==> src/rtl/regseq_pkg.sv <==
package regseq_pkg;
  localparam int ADDR_W = 6;
  localparam int NUM_SEC = 5;
  localparam int SEC_W = $clog2(NUM_SEC);
  localparam int STATUS_SEC = 4;
  localparam int SEC_SIZE [NUM_SEC] = '{8, 8, 2, 8, 1};

  typedef logic [ADDR_W-1:0] addr_t;
  typedef logic [SEC_W-1:0] sec_t;

  // strobes from control to datapath
  typedef struct packed {
    logic load;
    logic step;
  } seqStrobe_t;

  function automatic int secBase(input int idx);
    int acc;
    acc = 0;
    for (int k = 0; k < NUM_SEC; k++) begin
      if (k < idx) acc += SEC_SIZE[k];
    end
    return acc;
  endfunction
endpackage

==> src/rtl/regseq_path.sv <==
module regseq_path
  import regseq_pkg::*;
(
  input  logic       clk,
  input  logic       rstN,
  input  seqStrobe_t strobe,
  input  addr_t      startAddr,
  output addr_t      curAddr,
  output logic       addrValid,
  output sec_t       secSel,
  output logic       secIsStatus
);
  addr_t addrQ;
  addr_t nextAddr;
  logic [NUM_SEC-1:0] hit;
  addr_t wrapNext [NUM_SEC];

  for (genvar g = 0; g < NUM_SEC; g++) begin : g_sec
    localparam int BASE = secBase(g);
    localparam int LAST = BASE + SEC_SIZE[g] - 1;
    addr_t offset;
    assign offset = addrQ - ADDR_W'(BASE);
    assign hit[g] = offset < ADDR_W'(SEC_SIZE[g]);
    assign wrapNext[g] = (addrQ == ADDR_W'(LAST)) ? ADDR_W'(BASE) : addrQ + 1'b1;
  end

  always_comb begin
    nextAddr = addrQ;
    secSel = '0;
    for (int k = 0; k < NUM_SEC; k++) begin
      if (hit[k]) begin
        secSel = sec_t'(k);
        nextAddr = wrapNext[k];
      end
    end
  end

  assign addrValid = |hit;
  assign secIsStatus = hit[STATUS_SEC];
  assign curAddr = addrQ;

  always_ff @(posedge clk) begin
    if (!rstN) addrQ <= '0;
    else if (strobe.load) addrQ <= startAddr;
    else if (strobe.step) addrQ <= nextAddr;
  end
endmodule

==> src/rtl/regseq_ctrl.sv <==
module regseq_ctrl
  import regseq_pkg::*;
(
  input  logic       clk,
  input  logic       rstN,
  input  logic       startValid,
  input  logic       startCurrent,
  input  logic       isWrite,
  input  logic       advance,
  input  logic       stopIn,
  input  logic       wel,
  input  logic       rwel,
  input  logic       addrValid,
  input  logic       secIsStatus,
  output seqStrobe_t strobe,
  output logic       busy,
  output logic       writePermit,
  output logic       overrunEnd
);
  logic activeQ, wrModeQ, statusUsedQ, endPulseQ;
  logic anyStart, overrun;

  assign anyStart = startValid | startCurrent;
  assign overrun = activeQ & advance & secIsStatus & statusUsedQ;

  assign strobe.load = startValid;
  assign strobe.step = activeQ & advance & ~anyStart & ~stopIn & ~overrun;

  always_ff @(posedge clk) begin
    if (!rstN) begin
      activeQ <= 1'b0;
      wrModeQ <= 1'b0;
      statusUsedQ <= 1'b0;
      endPulseQ <= 1'b0;
    end else if (anyStart) begin
      activeQ <= 1'b1;
      wrModeQ <= isWrite;
      statusUsedQ <= 1'b0;
      endPulseQ <= 1'b0;
    end else begin
      endPulseQ <= 1'b0;
      if (stopIn) begin
        activeQ <= 1'b0;
      end else if (overrun) begin
        activeQ <= 1'b0;
        endPulseQ <= 1'b1;
      end else if (activeQ && advance && secIsStatus) begin
        statusUsedQ <= 1'b1;
      end
    end
  end

  assign busy = activeQ;
  assign overrunEnd = endPulseQ;
  assign writePermit = activeQ & wrModeQ & addrValid &
                       (secIsStatus ? ~statusUsedQ : (wel & rwel));
endmodule

==> src/rtl/regseq_top.sv <==
module regseq_top
  import regseq_pkg::*;
(
  input  logic              clk,
  input  logic              rstN,
  input  logic              startValid,
  input  logic              startCurrent,
  input  logic [ADDR_W-1:0] startAddr,
  input  logic              isWrite,
  input  logic              advance,
  input  logic              stopIn,
  input  logic              wel,
  input  logic              rwel,
  output logic [ADDR_W-1:0] curAddr,
  output logic              addrValid,
  output logic [SEC_W-1:0]  secSel,
  output logic              busy,
  output logic              writePermit,
  output logic              overrunEnd
);
  seqStrobe_t strobe;
  logic secIsStatus;

  regseq_ctrl u_ctrl (
    .clk(clk), .rstN(rstN), .startValid(startValid), .startCurrent(startCurrent),
    .isWrite(isWrite), .advance(advance), .stopIn(stopIn), .wel(wel), .rwel(rwel),
    .addrValid(addrValid), .secIsStatus(secIsStatus), .strobe(strobe),
    .busy(busy), .writePermit(writePermit), .overrunEnd(overrunEnd)
  );

  regseq_path u_path (
    .clk(clk), .rstN(rstN), .strobe(strobe), .startAddr(startAddr),
    .curAddr(curAddr), .addrValid(addrValid), .secSel(secSel), .secIsStatus(secIsStatus)
  );
endmodule

==> config.mk <==
export PLATFORM = sky130hd
export DESIGN_NAME = regseq_top
export DESIGN_NICKNAME = d
export VERILOG_FILES = /design/src/rtl/regseq_pkg.sv /design/src/rtl/regseq_path.sv /design/src/rtl/regseq_ctrl.sv /design/src/rtl/regseq_top.sv
export SDC_FILE = /design/constraint.sdc
export NUM_CORES = 1
export LEC_CHECK = 0
export BUFFER_PORTS_ARGS = -buffer_cell sky130_fd_sc_hd__buf_2
export CAP_MARGIN = 40
export CORE_MARGIN = 2
export CORE_UTILIZATION = 45
export CTS_CLUSTER_DIAMETER = 40
export DETAILED_ROUTE_END_ITERATION = 12
export GPL_TIMING_DRIVEN = 0
export PLACE_DENSITY = 0.7
export SLEW_MARGIN = 10
export SYNTH_ARGS = -nofsm -noshare
export SYNTH_HDL_FRONTEND = slang
export SYNTH_SLANG_ARGS = --single-unit
==> constraint.sdc <==
create_clock -name clk -period 5.2 [get_ports clk]
set_clock_uncertainty 0.15 [all_clocks]
set_input_delay 1.56 -clock clk [delete_from_list [all_inputs] [get_ports clk]]
set_output_delay 1.56 -clock clk [all_outputs]
set_load 0.005 [all_outputs]
==> run_results.csv <==
group,metric,value,unit
timing,post-route-min-period,4390,ps
yosys,syn_nets,162,
grt,grt_pass1_vias,1071,
layout,fin_util,57.2,%
yosys,yosysSeqAreaShare,18.7,%
clocking,post_cts_buffers,0,
setup_path,cp.required,3490,ps
floorplan,ios,28,
route,wl,2820,um
clocking,htreeDepth,1,
floorplan,row_count,17,
floorplan,die_w,52.8,um
clocking,clk_path_buf_depth,2,
yosys,yosysWarnings,0,
setup_path,r2r-end,"u_path.curAddr[5]$_SDFFE_PN0P_",
route,num_vias,1170,
power,p_per_area,182,nW/um^2
floorplan,dieArea,2790,sq um
timing,setup_tns,0,ps
power,vdd_drop_max,145,uV
clocking,clk_pin_slew,80,ps
yosys,ys.flop_type,"dfxtp_1",
yosys,yosys.area.top_type,"dfxtp_1",
clocking,clk_latency,260,ps
clocking,cts_root_buffer,"clkbuf_4",
clocking,cts_resized,0,
timing,setup_viol,0,
setup_path,worst-path-buf-inv,4,
floorplan,core,2230,sq um
power,leakagePower,0.000593,uW
setup_path,crit_top_cell,"inv_1",
grt,grt_pass1_wl,4720,um
run,maxCapViolCount,0,
setup_path,reg2regPathDepth,9,
setup_path,max_stage_delay,510,ps
placed_design,dpl.hpwl,2200,um
timing,slew_violations,0,
yosys,synth_edf_count,0,
yosys,ys_seq_elements,10,
layout,nNetsFinal,194,
setup_path,cp.arrival,2680,ps
yosys,synthDistinctLibCells,49,
grt,antenna_found_initial,0,
floorplan,initial_core_util,48.0,%
layout,mostFrequentLayoutCells,"buf_2 (29), nand2_1 (13), dfxtp_1 (10)",
yosys,ys_top_cells_by_area,"dfxtp_1 (19%), ha_1 (11%), nand2_1 (4.6%)",
yosys,synth_cells,138,
setup_path,critPathTopFamily,"compound AO/OA/AOI/OAI gates",
floorplan,die_h,52.8,um
clocking,cts_tree,"built",
power,total_power,233,uW
layout,fin_area,1280,sq um
route,via_per_inst,5.94,
status,status,"complete, no violations",
layout,n_antenna_cell,0,
route,first_pass_iters,6,
layout,seqCellArea,200,sq um
timing,rsz0062_at_grt,"no",
route,drtIter0Drc,38,
yosys,synthArstFlopShare,0,%
route,drcViolationCount,0,
timing,tightest_slew,911,ps
setup_path,path_cells,"inv_1 -> ha_1 -> a311o_1 -> nand2_1 -> inv_2 -> nor3_1 -> inv_1 -> o2111a_1 -> buf_2",
yosys,post_synth_instance_area,1070,sq um
placed_design,place.gp.congestion,0.905,
worst_hold_path,hold_class,"flop to flop",
placed_design,port_buffers,27,
setup_path,cp-end-kind,"output pin",
layout,synthToLayoutAreaGrowth,19.3,%
layout,multi_input_area,786,sq um
setup_path,crit_start,"u_path.curAddr[1]$_SDFFE_PN0P_",
setup_path,crit_type,"flop to output pin",
timing,final_hold_viol_count,0,
grt,grt_max_degree,11,
timing,slew-limit-headroom,37.7,%
clocking,cts_sinks,10,
placed_design,dpl-instance-area,1240,sq um
setup_path,crit_path_start_kind,"flop",
layout,fillers,241,
timing,max_freq,228,MHz
layout,drive_gt1_share,26.6,%
grt,grt_usage,22.3,%
setup_path,crit_end,"writePermit",
clocking,cts_buffers,3,
setup_path,cp_max_fo,10,
layout,final_common_cell,"buf_2",
route,ant_nets,0,
clocking,cts_hold_buf,0,
yosys,synth_top_area_share,18.7,%
setup_path,r2r_slack,1820,ps
yosys,avgSynthCellArea,7.76,sq um
grt,grt_remaining_overflow,0,
setup_path,regToRegStartpoint,"u_path.curAddr[4]$_SDFFE_PN0P_",
setup_path,path_depth,9,
route,wl_per_cell,14.3,um
timing,period_share,84.5,%
setup_path,slowest_stage,"dfxtp_1",
-- registers in the layout, summed over array words and instances, names as in the netlist --
signal              count
u_ctrl.wrModeQ          1
u_ctrl.overrunEnd       1
u_ctrl.busy             1
u_ctrl.statusUsedQ      1
u_path.curAddr          6
-- routing by layer --
layer	vias up	track usage (%)	wire length, um	part of all wire, %
met5	-	0	0	0
met4	0	5.98	33	1.2
met1	550	29.9	1240	44
li1	573	-	-	-
met2	43	36.7	1340	48
met3	4	3.71	199	7.1
-- through the flow --
stage / hold slack, ps / cells / setup slack (ps)
after floorplan: 292 / 138 / 1520
after global placement: 319 / 193 / 1140
after detailed placement: 326 / 193 / 1150
after CTS: 337 / 197 / 846
after global routing: 384 / 197 / 604
final: 333 / 197 / 808
-- logic make-up (layout without fill, tap and decap cells) --
family	count (synthesis)	count (layout)	share of synthesized area, %
and+or+nand+nor	54	54	26.9
AOI/OAI and AO/OA	42	42	30.8
buffers and inverters	17	48	7.94
DFF	10	10	18.7
adders and majority gates	9	9	10.5
xor gates and xnor gates	4	4	3.27
muxes	2	2	1.87
-- power by group --
part | leakage [uW] | internal, uW | switching (uW) | total [uW]
Sequential | 0.0000825 | 80.8 | 7.19 | 88.0
Clock | 0.0000210 | 42.5 | 28.4 | 70.8
Combinational | 0.000490 | 33.5 | 40.2 | 73.7
Total | 0.000593 | 157 | 75.7 | 233
-- Yosys cell counts, drive strengths merged (3+ instances only) --
master / count
nand2: 13
dfxtp: 10
inv: 10
ha: 9
nor2: 9
o21ai: 9
nand3: 8
a21oi: 6
buf: 5
nor3: 5
a211oi: 3
a311o: 3
and3: 3
nor4bb: 3
xnor2: 3
-- worst register-to-register path: stages (launching register included) --
cell and delay, ps:
dfxtp_1 440, clkbuf_1 370, inv_1 90, ha_1 230
nand2b_1 180, a2111oi_0 820, a31oi_1 70, o311ai_0 540
a21oi_1 70, or3_1 310
-- worst min-delay path by stage --
stage	start	end	slack, ps	depth (start not counted)
after floorplan	u_ctrl.wrModeQ$_SDFFE_PN0P_	u_ctrl.wrModeQ$_SDFFE_PN0P_	290	2
after global placement	u_ctrl.wrModeQ$_SDFFE_PN0P_	u_ctrl.wrModeQ$_SDFFE_PN0P_	320	2
after detailed placement	u_ctrl.wrModeQ$_SDFFE_PN0P_	u_ctrl.wrModeQ$_SDFFE_PN0P_	330	2
after CTS	u_ctrl.wrModeQ$_SDFFE_PN0P_	u_ctrl.wrModeQ$_SDFFE_PN0P_	340	2
after global routing	u_ctrl.wrModeQ$_SDFFE_PN0P_	u_ctrl.wrModeQ$_SDFFE_PN0P_	380	2
final	u_ctrl.wrModeQ$_SDFFE_PN0P_	u_ctrl.wrModeQ$_SDFFE_PN0P_	330	2
-- final cells by class --
type	count	area share, %
multi-input combinational	111	61.5
clock buffer	4	2.84
buffer	7	3.72
inverter	10	2.94
tap	28	2.74
sequential	10	15.7
timing repair buffer	27	10.6
No activity file was read; power rests on OpenSTA's default activity.
